File: src/rtl/pgf_pkg.sv
package pgf_pkg;
  localparam int unsigned PGF_REG_W  = 32;
  localparam int unsigned PGF_LEN_W  = 5;
  localparam int unsigned PGF_PINS   = 32;
  localparam int unsigned PGF_SYNC_N = 2;

  typedef struct packed {
    logic                 strobe;
    logic [PGF_REG_W-1:0] data;
  } pgf_wr_t;
endpackage

File: src/rtl/pgf_sync.sv
module pgf_sync #(
  parameter int unsigned WIDTH  = 32,
  parameter int unsigned STAGES = 2
) (
  input  logic             clk,
  input  logic             rst_n,
  input  logic [WIDTH-1:0] async_in,
  output logic [WIDTH-1:0] sync_out
);
  logic [WIDTH-1:0] stage_q [STAGES];

  always_ff @(posedge clk or negedge rst_n) begin
    if (!rst_n) stage_q[0] <= '0;
    else        stage_q[0] <= async_in;
  end

  for (genvar s = 1; s < STAGES; s++) begin : g_stage
    always_ff @(posedge clk or negedge rst_n) begin
      if (!rst_n) stage_q[s] <= '0;
      else        stage_q[s] <= stage_q[s-1];
    end
  end

  assign sync_out = stage_q[STAGES-1];
endmodule

File: src/rtl/pgf_len_reg.sv
module pgf_len_reg
  import pgf_pkg::*;
#(
  parameter int unsigned LEN_W = 5,
  parameter int unsigned REG_W = 32,
  parameter int unsigned PINS  = 32
) (
  input  logic             clk,
  input  logic             rst_n,
  input  pgf_wr_t          wr,
  input  logic [PINS-1:0]  filt_en,
  output logic [LEN_W-1:0] len_q,
  output logic [REG_W-1:0] rdata,
  output logic             err_q
);
  logic             any_on;
  logic             len_ce;
  logic [LEN_W-1:0] len_d;
  logic             err_d;

  assign any_on = |filt_en;

  always_comb begin
    len_ce = wr.strobe && !any_on;
    len_d  = wr.data[LEN_W-1:0];
    err_d  = err_q | (wr.strobe & any_on);
  end

  always_ff @(posedge clk or negedge rst_n) begin
    if (!rst_n)      len_q <= '0;
    else if (len_ce) len_q <= len_d;
  end

  always_ff @(posedge clk or negedge rst_n) begin
    if (!rst_n) err_q <= 1'b0;
    else        err_q <= err_d;
  end

  assign rdata = {{(REG_W-LEN_W){1'b0}}, len_q};
endmodule

File: src/rtl/pgf_pin_filter.sv
module pgf_pin_filter #(
  parameter int unsigned LEN_W = 5
) (
  input  logic             clk,
  input  logic             rst_n,
  input  logic             en,
  input  logic             sync_in,
  input  logic [LEN_W-1:0] len,
  output logic             out_q
);
  logic [LEN_W-1:0] cnt_q, cnt_d;
  logic             out_d;
  logic             differs;

  assign differs = sync_in ^ out_q;

  always_comb begin
    cnt_d = '0;
    out_d = out_q;
    if (!en) begin
      out_d = sync_in;
    end else if (differs) begin
      if (cnt_q >= len) out_d = sync_in;
      else              cnt_d = cnt_q + 1'b1;
    end
  end

  always_ff @(posedge clk or negedge rst_n) begin
    if (!rst_n) begin
      cnt_q <= '0;
      out_q <= 1'b0;
    end else begin
      cnt_q <= cnt_d;
      out_q <= out_d;
    end
  end
endmodule

File: src/rtl/pgf_top.sv
module pgf_top
  import pgf_pkg::*;
#(
  parameter int unsigned PINS   = PGF_PINS,
  parameter int unsigned LEN_W  = PGF_LEN_W,
  parameter int unsigned REG_W  = PGF_REG_W,
  parameter int unsigned SYNC_N = PGF_SYNC_N
) (
  input  logic             clk,
  input  logic             rst_n,
  input  logic             reg_wr_en,
  input  logic [REG_W-1:0] reg_wdata,
  output logic [REG_W-1:0] reg_rdata,
  output logic             len_wr_err,
  input  logic [PINS-1:0]  filt_en,
  input  logic [PINS-1:0]  pin_raw,
  output logic [PINS-1:0]  pin_filt
);
  logic [PINS-1:0]  sync_q;
  logic [LEN_W-1:0] len_q;
  pgf_wr_t          wr;

  assign wr.strobe = reg_wr_en;
  assign wr.data   = reg_wdata;

  pgf_sync #(.WIDTH(PINS), .STAGES(SYNC_N)) u_sync (
    .clk(clk), .rst_n(rst_n), .async_in(pin_raw), .sync_out(sync_q)
  );

  pgf_len_reg #(.LEN_W(LEN_W), .REG_W(REG_W), .PINS(PINS)) u_len (
    .clk(clk), .rst_n(rst_n), .wr(wr), .filt_en(filt_en),
    .len_q(len_q), .rdata(reg_rdata), .err_q(len_wr_err)
  );

  for (genvar p = 0; p < PINS; p++) begin : g_pin
    pgf_pin_filter #(.LEN_W(LEN_W)) u_flt (
      .clk(clk), .rst_n(rst_n), .en(filt_en[p]), .sync_in(sync_q[p]),
      .len(len_q), .out_q(pin_filt[p])
    );
  end
endmodule

File: config.mk
export PLATFORM = sky130hd
export DESIGN_NAME = pgf_top
export DESIGN_NICKNAME = d
export VERILOG_FILES = /design/src/rtl/pgf_pkg.sv /design/src/rtl/pgf_sync.sv /design/src/rtl/pgf_len_reg.sv /design/src/rtl/pgf_pin_filter.sv /design/src/rtl/pgf_top.sv
export SDC_FILE = /design/constraint.sdc
export NUM_CORES = 1
export LEC_CHECK = 0
export BUFFER_PORTS_ARGS = -buffer_cell sky130_fd_sc_hd__buf_2
export CAP_MARGIN = 20
export CELL_PAD_IN_SITES_DETAIL_PLACEMENT = 0
export CELL_PAD_IN_SITES_GLOBAL_PLACEMENT = 1
export CORE_AREA = 3 3 226 183
export CTS_BUF_LIST = sky130_fd_sc_hd__clkbuf_4
export DETAILED_ROUTE_END_ITERATION = 7
export DIE_AREA = 0 0 229 186
export GPL_TIMING_DRIVEN = 0
export PLACE_DENSITY = 0.62
export SYNTH_ARGS = -nofsm -noshare
export SYNTH_HDL_FRONTEND = slang
export SYNTH_SLANG_ARGS = --single-unit
File: constraint.sdc
create_clock -name clk -period 4.35 [get_ports clk]
set_clock_uncertainty 0.2 [all_clocks]
set_input_delay 0 -clock clk [delete_from_list [all_inputs] [get_ports clk]]
set_output_delay 0 -clock clk [all_outputs]
set_load 0.01 [all_outputs]
* Yosys cells after proc, flatten, opt, wreduce, memory -nomap -nowiden
Index checks and enable logic that the tools add are counted.
W data, S select, Z words.
** Storage, ports and cells
- Logic and storage cells :: 457
- Register bits :: 262
** Cells by class
- Reductions and logical operators :: 35
- Bitwise gates (word level) :: 34
- Multiplexer cells :: 192
- Magnitude comparators :: 32
- Eq/ne operators :: 64
- $add $sub $neg :: 32
** Operators with widths (count)
- $mux W5 :: 96
- $add A5 B1 Y5 const B :: 32
- $ge A5 B5 Y1 :: 32
- $ne A2 B1 Y1 const B :: 64
- $mux W1 :: 96
- $reduce_and A2 Y1 :: 32
- $reduce_or A32 Y1 :: 1
- $xor A1 B1 Y1 :: 32
- $and A1 B1 Y1 :: 1
- $logic_and A1 B1 Y1 :: 1
- $logic_not A1 Y1 :: 1
- $or A1 B1 Y1 :: 1

* Depth between registers and ports, before layout
Gate-level depths: netlist (run 1).
- Depth after elaboration :: 4
- Mapped depth :: 7

* Cells and area by module
Synthesis (run 1) repeated with hierarchy kept, for this count alone.
** Unflattened totals
- Cells, all modules :: 1370
- Area, all modules :: 14637.8 µm²
** Modules (own cells, without submodules)
- pgf_pin_filter :: times used 32, area each 382.9 µm², cells an instance 38
- pgf_sync :: times used 1, area each 1841.8 µm², cells an instance 96
- pgf_len_reg :: times used 1, area each 544.3 µm², cells an instance 58

* Worst setup path before layout (run 1)
Ideal clock, no wire load.
- Path kind :: reg-to-reg
- Start point :: register u_len.len_q[0]
- End point :: register g_pin[0].u_flt.out_q
- Data required time :: 4025 ps
- Stages on the path, launching flop included :: 7
- Path slack :: 1877 ps
- Data arrival time :: 2148 ps
- Clock period less this slack :: 2473 ps
- Cells stage by stage :: dfrtp_1 > ha_1 > nand2b_1 > a21oi_1 > o21ai_0 > a21oi_1 > mux2_2
** On the way
- Cells in the longest elaborated chain, start to end :: 3
** Ends and longest elaborated chain
- from (decl) :: RTL line pgf_len_reg.sv:12 : output logic [LEN_W-1:0] len_q,
- from (signal assigned) :: RTL line pgf_len_reg.sv:31 : else if (len_ce) len_q <= len_d;
- $ge A5 B5 Y1 :: RTL line pgf_pin_filter.sv:23 : if (cnt_q >= len) out_d = sync_in;
- $ne A2 B1 Y1 (no source line)
- $reduce_and A2 Y1 (no source line)
- to (signal assigned) :: RTL line pgf_pin_filter.sv:34 : out_q <= out_d;
- to (decl) :: RTL line pgf_pin_filter.sv:9 : output logic out_q
Every way passes these cells.
A chain may end at the register's enable or synchronous reset.

* Final worst setup path (run 1)
- Start point :: input port filt_en[15]
- End point :: register u_len.len_q[1]
** On the way
- Cells in the longest elaborated chain, start to end :: 3
** Ends and longest elaborated chain
- from (decl) :: RTL line pgf_top.sv:15 : input logic [PINS-1:0] filt_en,
- $reduce_or A32 Y1 :: RTL line pgf_len_reg.sv:21 : assign any_on = |filt_en;
- $logic_not A1 Y1 :: RTL line pgf_len_reg.sv:24 : len_ce = wr.strobe && !any_on;
- $logic_and A1 B1 Y1 :: RTL line pgf_len_reg.sv:24
Every way passes these cells.

==> metrics.yaml, run 1 <==
place:
  place_congestion: 0.7023
  pre_cts_ws_ns: 1.737
  place_area_um2: 15180
  numPortBuffers: 109
  place_hpwl_um: 19590
finish:
  register_area_um2: 6558
  post-route-util: 0.4426
  design_area_um2: 17420
  area_delta_synth_final_pct: 27.17
  fill_cells: 3853
  drive_above_1_share: 0.2013
  layout.nets: 1890
  multiInputGateArea_um2: 6535
floorplan:
  die_area_um2: 42590
  core_um2: 39360
  ios: 164
  rows: 65
  start_util: 0.3480
  fp.dieW_um: 229
  die_y_um: 186
worst_hold_path:
  min-delay-start: "filt_en[10]"
  min_path_type: "primary input to flop"
routing:
  wire_per_inst_um: 13.61
  detail-route-antenna-nets: 0
  vias_per_cell: 4.397
  drc: 0
  drt-total-wl_um: 29820
  drt_pass1_iterations: 4
  num_vias: 9634
  drt_iter0_drc: 336
logic_synthesis:
  netlist_area_um2: 13700
  ys.flop_type: "dfrtp_1"
  synth_area_leaders: "dfrtp_1 48%, ha_1 18%, nor2_1 4.4%"
  synth-edff-count: 0
  synthCells: 1253
  yosysUniqueCellTypes: 26
  synthTopCellsByCount: "262 x dfrtp_1, 192 x ha_1, 162 x nor2_1, 94 x a21oi_1, 70 x inv_1"
  ys_seq_elements: 262
  synth.most_common_cell: "dfrtp_1"
  synthArstFlopShare: 1.000
  synth_warnings: 0
  yosysSeqAreaShare: 0.4786
  syn_area_per_cell_um2: 10.93
  yosysTopAreaCellShare: 0.4786
  synth.largest_area_cell: "dfrtp_1"
pwr:
  power_density_nw_per_um2: 321.5
  netSwitchingPower_w: 0.001459
  power.leakage_nw: 8.737
  power_frac_seq: 0.474
  swShare: 0.2604
  clkPwrFrac: 0.416
  p_int_w: 0.004143
  comb_power_share: 0.110
  vdd_drop_max_mv: 0.1889
setup_path:
  reg2reg_slack_ns: 1.75
  crit_start: "filt_en[15]"
  cp_cell_sequence: "dlygate4sd3_1, buf_2, nor4_1, nand4_1, nor3_4, nand2_1, dlygate4sd3_1, o21ai_0, dlygate4sd3_1"
  crit_path_end_kind: "flop"
  cp_max_fo: 9
  required_ns: 4.78
  path_class: "primary input to flop"
  path_buf_inv: 4
  crit_slowest_cell: "nor4_1"
  start_kind: "primary input"
  crit_arrival_ns: 3.74
  critical_path.top_delay_family: "simple AND/OR/NAND/NOR gates"
  crit_top_cell: "dlygate4sd3_1"
  r2r_start: "u_len.len_q[0]"
  slowest_delay_ns: 0.90
clock_tree:
  clockRootBuffer: "clkbuf_4"
  clk_latency_ns: 0.74
  clockBufferDepth: 3
  cts_max_level: 3
  clkSinkCount: 262
  cts_resized: 0
  clkSlewWorstSetupHoldPaths_ns: 0.06
  cts_tree: "done"
  cts_buffers: 76
run_status:
  status: "finished, final reports clean"
timing:
  fmax_mhz: 302.2
  fin_crit_sh: 0.7607
  holdWs_ns: 0.1149
  rsz0062_at_grt: "false"
  min_period_ns: 3.309
  relSlewSlack: 0.2894
  setup_viol: 0
  maxSlewViolCount: 0
  finalHoldViolCount: 0
  worst_slack_ns: 1.041
  worst_pin_slew_ns: 1.056
job:
  drv_cap: 0
global_route:
  grt_usage: 0.1465
  grt_pass1_wl_um: 50270
  grt_max_degree: 116
  antenna_found_initial: 1
  grt_pass1_vias: 9984
  overflow: 0
==> state kept, by name (all words and copies together), names as in the netlist <==
name and cells:
u_len.err_q 1, g_pin.u_flt.cnt_q 160, g_pin.u_flt.out_q 32, u_len.len_q 5, u_sync.sync_out 32, u_sync.stage_q 32
==> layout by cell type (no fill, tap or decap), drive strengths merged, types with 63 or more instances in the layout <==
master,count
a21oi,94
buf,176
clkbuf,115
dfrtp,262
dlygate4sd3,125
ha,192
inv,71
nand3,65
nor2,162
xnor2,63
xor2,65
==> kinds of logic after synthesis <==
logic type / after synthesis / synth area share
other: 1 / 0.0002737
buffers and inverters: 129 / 0.05151
adder cells (fa/ha/maj): 192 / 0.1754
flip-flops: 262 / 0.4786
AO/OA/AOI/OAI: 166 / 0.07014
AND/OR/NAND/NOR: 343 / 0.1157
XOR/XNOR: 128 / 0.08183
multiplexers: 32 / 0.02658
==> per-layer routing <==
| layer | wire length [um] | GRT usage | part of all wire |
|---|---|---|---|
| met2 | 13260 | 0.2352 | 0.44 |
| met3 | 1246 | 0.03748 | 0.042 |
| met1 | 14690 | 0.1930 | 0.49 |
| met4 | 614 | 0.05242 | 0.021 |
| met5 | 0 | 0 | 0 |
==> worst reg2reg max path, delay by kind of cell, from the launching register on <==
kind / cells / cell delay, ns
buffers and inverters: 1 / 0.26
and+or+nand+nor: 1 / 0.14
DFF: 1 / 0.71
adders and majority gates: 1 / 0.27
AOI/OAI and AO/OA: 3 / 0.56
muxes: 1 / 0.35
==> timing repair <==
item / 4_1_cts / 5_1_grt
hold buffers: 126 / 0
endpoints found under the hold margin: 492 / 0
setup buffers: 0 / 0
==> cell type report <==
class / count / area share
Multi-Input combinational cell: 888 / 0.3751
Clock buffer: 115 / 0.04955
Sequential cell: 262 / 0.3764
Inverter: 70 / 0.01508
Tap cell: 536 / 0.03849
Timing Repair Buffer: 242 / 0.1142
Buffer: 59 / 0.02542
Antenna cell: 1 / 0.0001436
Clock inverter: 18 / 0.005602
==> power groups by stage <==
stage	combinational (W)	sequential, W	clock [W]
final	0.000618	0.00266	0.00233
after global routing	0.000714	0.00267	0.00260
after CTS	0.000631	0.00266	0.00247
after detailed placement	0.000544	0.00270	0
after global placement	0.000527	0.00270	0
after floorplan	0.000352	0.00268	0
==> final timing paths <==
kind                                          to  depth (start not counted)
min in group asynchronous         u_len.len_q[0]                          4
setup / recovery                  u_len.len_q[1]                          9
setup reg to reg            g_pin[9].u_flt.out_q                          7
hold reg to reg              u_sync.sync_out[24]                          0
max in group asynchronous     u_sync.stage_q[46]                          4
hold / removal             g_pin[10].u_flt.out_q                          5
==> metrics by stage <==
step / cells / setup TNS, ns / power [W]
CTS: 2190 / 0 / 0.005754
global placement: 1924 / -537.67 / 0.003227
finish: 2191 / 0 / 0.005602
global route: 2191 / 0 / 0.005987
detailed placement: 1931 / 0 / 0.003246
floorplan: 1279 / 0 / 0.003029
Note: power is estimated with default switching activity, not from simulation.
==> inputs of run 2 (changes only) <==
==> constraint.sdc (replaced) <==
create_clock -name clk -period 3.3 [get_ports clk]
set_clock_uncertainty 0.2 [all_clocks]
set_input_delay 0 -clock clk [delete_from_list [all_inputs] [get_ports clk]]
set_output_delay 0 -clock clk [all_outputs]
set_load 0.01 [all_outputs]
==> run 2 against run 1 <==
  * Clock power grew 32%
  * Hold slack is essentially flat
  * Die area is the same
  * Critical path type unchanged
  * Clock-buffer cell count is the same
  * Sequential cell count is the same
  * Sequential power grew 32%
  * Setup slack lost 0.76 ns
  * Sequential share of layout area is essentially flat
  * Largest cell class unchanged
  * Via count is essentially flat
  * Final cell count is the same
==> metrics.yaml, run 2 (synthesis results as in run 1) <==
timing:
  min_period_ns: 3.015
  holdWs_ns: 0.1147  # -0.0001290 ns
  finalHoldViolCount: 0  # unchanged
  setup_viol: 0  # unchanged
  maxSlewViolCount: 0  # unchanged
  fin_crit_sh: 0.9136
  fmax_mhz: 331.7
  rsz0062_at_grt: "false"
  worst_pin_slew_ns: 0.7254  # -0.3307 ns
  relSlewSlack: 0.5119  # +0.2225
worst_hold_path:
  hold_end: "g_pin[10].u_flt.out_q"
  min_path_type: "primary input to flop"
  min-delay-start: "filt_en[10]"
  hold_path_depth: 5  # unchanged
setup_path:
  reg2reg_slack_ns: 0.70  # -1.05 ns
  reg2reg_to: "g_pin[9].u_flt.out_q"
  required_ns: 3.73  # -1.05 ns
  crit_arrival_ns: 3.45  # -0.29 ns
  crit_path_end_kind: "flop"
  cp_max_fo: 9  # unchanged
  start_kind: "primary input"
  worst_r2r_path_depth: 7  # unchanged
  path_class: "primary input to flop"
  r2r_start: "u_len.len_q[0]"
place:
  place_congestion: 0.7023  # unchanged
  dp.cells: 1931  # unchanged
  place_hpwl_um: 19590  # unchanged
  numPortBuffers: 109  # unchanged
routing:
  num_vias: 9635  # +0.010%
  drt_pass1_iterations: 4  # unchanged
  vias_per_cell: 4.398  # about the same
  wire_per_inst_um: 13.61  # about the same
  drt-total-wl_um: 29820  # about the same
  drt_iter0_drc: 349  # +3.9%
  detail-route-antenna-nets: 0  # unchanged
  drc: 0  # unchanged
global_route:
  grt_usage: 0.1465  # unchanged
  grtUsageMet2: 0.2352  # unchanged
  grt_pass1_vias: 9984  # unchanged
  met1_usage: 0.1930  # unchanged
  antenna_found_initial: 1  # unchanged
  overflow: 0  # unchanged
  grt_pass1_wl_um: 50270  # unchanged
  grt_max_degree: 116  # unchanged
  grt_util_met3: 0.03748  # unchanged
  busiest_layer: "met2"
clock_tree:
  clk_latency_ns: 0.74  # about the same
  clockBufferDepth: 3  # unchanged
  cts_buffers: 76  # unchanged
  clockRootBuffer: "clkbuf_4"
  cts_tree: "done"
  clkSlewWorstSetupHoldPaths_ns: 0.06  # about the same
  cts_max_level: 3  # unchanged
  clkSinkCount: 262  # unchanged
  postCtsSetupBuffers: 0  # unchanged
finish:
  drive_above_1_share: 0.2025  # +0.001209
  top_register: "g_pin.u_flt.cnt_q"
  post-route-util: 0.4429  # about the same
  area_delta_synth_final_pct: 27.26  # about the same
  fin_cells: 2191  # unchanged
  layout.nets: 1890  # unchanged
  largest_register_ffs: 160  # unchanged
  layout_common_cells: "261 x dfrtp_1, 192 x ha_1, 162 x nor2_1"
  final_common_cell: "dfrtp_1"
floorplan:
  die_area_um2: 42590  # unchanged
  rows: 65  # unchanged
  die_y_um: 186  # unchanged
  start_util: 0.3480  # unchanged
  core_um2: 39360  # unchanged
  fp.dieW_um: 229  # unchanged
  ios: 164  # unchanged
job:
  drv_cap: 0  # unchanged
pwr:
  vdd_drop_max_mv: 0.2494  # +32%
  power_density_nw_per_um2: 423.6  # +32%
  power.leakage_nw: 8.738  # about the same
run_status:
  status: "finished, final reports clean"
## run 2: cell counts in the layout (fill, tap and decap cells not counted)
No cell type changed its count.
## run 2: area by class of cell
class                   instances  area, um^2
multi-input cells             888        6548
well taps                     536       670.6
fillers                      3848       21930
flip-flops and latches        262        6558
clock buffers                 115       863.3
inverters                      70       262.8
diodes                          1       2.502
repair buffers                242        1989
plain buffers                  59       442.9
clock inverters                18       97.59
## run 2: metrics by stage
| step | setup slack, ns | area [um^2] | power (W) | setup TNS [ns] |
|---|---|---|---|---|
| 6_report | 0.2852 | 17430 | 0.007385 | 0 |
| 5_1_grt | 0.1137 | 17430 | 0.007893 | 0 |
| 4_1_cts | 0.08819 | 17420 | 0.007584 | 0 |
| 3_5_place_dp | 0.6867 | 15180 | 0.004279 | 0 |
| 3_3_place_gp | -3.124 | 15010 | 0.004254 | -842.27 |
| 2_1_floorplan | 0.8274 | 13800 | 0.003992 | 0 |
## run 2: how the worst max path moves through the flow
stage                              start               endpoint  slack [ns]
final                        filt_en[12]         u_len.len_q[1]        0.29
after global routing         filt_en[12]         u_len.len_q[1]        0.11
after CTS                    filt_en[15]         u_len.len_q[2]        0.09
after detailed placement  u_len.len_q[0]   g_pin[9].u_flt.out_q        0.69
after global placement             rst_n     u_sync.stage_q[43]       -3.12
after floorplan           u_len.len_q[0]  g_pin[10].u_flt.out_q        0.83
## run 2: what timing repair did
item	in CTS	in global routing
resized for setup	0	2
hold buffers	126	0
endpoints found under the hold margin	492	0
endpoints found under the setup margin	0	4
## run 2: worst max-delay path: stages
cell           delay (ns)
dlygate4sd3_1        0.53
buf_2                0.13
nor4_1               0.65
nand4_1              0.27
nor3_4               0.53
nand2_1              0.12
dlygate4sd3_1        0.58
o21ai_0              0.07
dlygate4sd3_1        0.56
## run 2: where the power goes
part	internal (W)	switching (W)
Clock	0.00166	0.00141
Combinational	0.000435	0.000381
Sequential	0.00337	0.000132
Total	0.00546	0.00192
## run 2: per-layer routing
layer	share of wire	up-vias
met2	0.45	162
met3	0.042	60
met5	0	-
met1	0.49	4488
met4	0.021	0
li1	-	4925
==> inputs of run 3 (changes only) <==
--- a/config.mk
+++ b/config.mk
@@ -14,6 +14,7 @@
 export DETAILED_ROUTE_END_ITERATION = 7
 export DIE_AREA = 0 0 229 186
 export GPL_TIMING_DRIVEN = 0
+export HOLD_SLACK_MARGIN = 0.15
 export PLACE_DENSITY = 0.62
 export SYNTH_ARGS = -nofsm -noshare
 export SYNTH_HDL_FRONTEND = slang
==> constraint.sdc (replaced) <==
create_clock -name clk -period 3.3 [get_ports clk]
set_clock_uncertainty 0.2 [all_clocks]
set_input_delay 0 -clock clk [delete_from_list [all_inputs] [get_ports clk]]
set_output_delay 0 -clock clk [all_outputs]
set_load 0.1 [all_outputs]
==> run 3 against run 2 <==
  * Register-to-register slack about the same
  * Combinational power up 55%
  * Routed wire length up 2.4%
  * First-iteration DRC count down 10%
  * Sequential cell count unchanged
  * Sequential power about the same
  * Maximum frequency down 1.7%
  * Total power up 6.0%
  * Via count up 2.1%
  * Largest power group unchanged
==> metrics.yaml, run 3 (synthesis results as in run 1) <==
pwr:
  power.leakage_nw: 8.936  # +2.3%
  vdd_drop_max_mv: 0.2746  # +10%
  power_density_nw_per_um2: 436.8  # +3.1%
routing:
  drt_iter0_drc: 313  # -10%
  wire_per_inst_um: 13.64  # +0.24%
  num_vias: 9837  # +2.1%
  drc: 0  # unchanged
  vias_per_cell: 4.393  # about the same
  detail-route-antenna-nets: 0  # unchanged
  drt_pass1_iterations: 4  # unchanged
  drt-total-wl_um: 30540  # +2.4%
timing:
  worst_slack_ns: 0.2326  # -0.05254 ns
  relSlewSlack: 0.4517  # -0.06020
  rsz0062_at_grt: "false"
  min_period_ns: 3.067  # +0.05255 ns
  fin_crit_sh: 0.9295  # +0.01592
  worst_pin_slew_ns: 0.8149  # +0.08948 ns
  finalHoldViolCount: 0  # unchanged
  fmax_mhz: 326.0  # -1.7%
  maxSlewViolCount: 0  # unchanged
  setup_viol: 0  # unchanged
place:
  dp.cells: 1931  # unchanged
  place_hpwl_um: 19590  # unchanged
  numPortBuffers: 109  # unchanged
  pre_cts_ws_ns: 0.6867  # unchanged
  place_congestion: 0.7023  # unchanged
clock_tree:
  cts_buffers: 76  # unchanged
  postCtsSetupBuffers: 0  # unchanged
  cts_tree: "done"
  clockBufferDepth: 3  # unchanged
  clockRootBuffer: "clkbuf_4"
  clkSlewWorstSetupHoldPaths_ns: 0.06  # about the same
  clkSinkCount: 262  # unchanged
  clk_latency_ns: 0.73  # about the same
  cts_max_level: 3  # unchanged
global_route:
  grt_pass1_vias: 10300  # +3.2%
  grt_pass1_wl_um: 51620  # +2.7%
  grt_max_degree: 116  # unchanged
  antenna_found_initial: 1  # unchanged
  overflow: 0  # unchanged
  grt_usage: 0.1503  # +0.003746
setup_path:
  crit_slowest_cell: "nor4_1"
  cp_max_fo: 9  # unchanged
  crit_top_cell: "dlygate4sd3_1"
  path_class: "primary input to flop"
  r2r_start: "u_len.len_q[0]"
  worst_r2r_path_depth: 7  # unchanged
  cp_cell_sequence: "dlygate4sd3_1, buf_2, nor4_1, nand4_1, nor3_4, nand2_1, dlygate4sd3_1, o21ai_0, dlygate4sd3_1"
  path_buf_inv: 4  # unchanged
  start_kind: "primary input"
  reg2reg_to: "g_pin[9].u_flt.out_q"
  required_ns: 3.73  # about the same
  slowest_delay_ns: 0.71  # +0.06 ns
  critical_path.top_delay_family: "buffers and inverters"
  crit_path_end_kind: "flop"
  crit_arrival_ns: 3.50  # +0.05 ns
  reg2reg_slack_ns: 0.70  # about the same
worst_hold_path:
  hold_path_depth: 0  # -5
  min-delay-start: "u_sync.stage_q[59]"
  min_path_type: "flop to flop"
  hold_end: "u_sync.sync_out[27]"
floorplan:
  die_area_um2: 42590  # unchanged
  core_um2: 39360  # unchanged
  die_y_um: 186  # unchanged
  fp.dieW_um: 229  # unchanged
  rows: 65  # unchanged
  ios: 164  # unchanged
  start_util: 0.3480  # unchanged
finish:
  drive_above_1_share: 0.1968  # -0.005712
  fin_cells: 2239  # +2.2%
  area_delta_synth_final_pct: 30.77
  top_register: "g_pin.u_flt.cnt_q"
  layout_common_cells: "261 x dfrtp_1, 192 x ha_1, 173 x dlygate4sd3_1"
  final_common_cell: "dfrtp_1"
  largest_register_ffs: 160  # unchanged
  layout.nets: 1938  # +2.5%
run_status:
  status: "finished, final reports clean"
job:
  drv_cap: 0  # unchanged
run 3: changes by cell type in the layout (fill, tap and decap cells not counted):
| cell | previous run | this run |
|---|---|---|
| dlygate4sd3_1 | 125 | 173 |
run 3: how the worst max path moves through the flow:
stage / cells after the start / slack [ns] / start / end
after CTS: 9 / 0.1 / filt_en[15] / u_len.len_q[2]
final: 9 / 0.23 / filt_en[23] / u_len.len_q[1]
after detailed placement: 7 / 0.69 / u_len.len_q[0] / g_pin[9].u_flt.out_q
after global routing: 9 / 0.11 / filt_en[12] / u_len.len_q[1]
after global placement: 1 / -3.12 / rst_n / u_sync.stage_q[43]
after floorplan: 6 / 0.23 / u_len.len_q[3] / g_pin[10].u_flt.out_q
run 3: power breakdown:
group	switching, W	internal [W]
clock network	0.00141	0.00166
logic	0.000789	0.000472
registers	0.000132	0.00337
total	0.00233	0.00550
run 3: repair_timing:
action,in CTS,in global routing
endpoints found under the hold margin,496,0
hold buffers,174,0
resized for setup,0,2
endpoints found under the setup margin,0,4
run 3: stage by stage:
step / hold slack [ns] / TNS (ns) / utilization / total power, W / instance area, um^2
after global routing: 0.1552 / 0 / 0.4551 / 0.008341 / 17910
after detailed placement: -0.1457 / 0 / 0.3856 / 0.004678 / 15180
after floorplan: -0.4956 / 0 / - / 0.004395 / 13800
after global placement: -0.09192 / -842.27 / 0.3814 / 0.004653 / 15010
final: 0.1478 / 0 / 0.4551 / 0.007826 / 17910
after CTS: 0.1509 / 0 / 0.4547 / 0.008027 / 17900
run 3: layer usage:
layer	vias up	wire, um	track usage
met5	-	0	0
met4	0	617	0.05342
met3	60	1225	0.03748
met2	160	13800	0.2455
met1	4599	14900	0.1953
li1	5018	-	-
run 3: final cells by class:
cell class / count / area [um^2]
well taps: 536 / 670.6
plain buffers: 59 / 442.9
multi-input cells: 888 / 6548
clock inverters: 18 / 97.59
flip-flops and latches: 262 / 6558
diodes: 1 / 2.502
fillers: 3814 / 21450
inverters: 70 / 262.8
clock buffers: 115 / 863.3
repair buffers: 290 / 2470
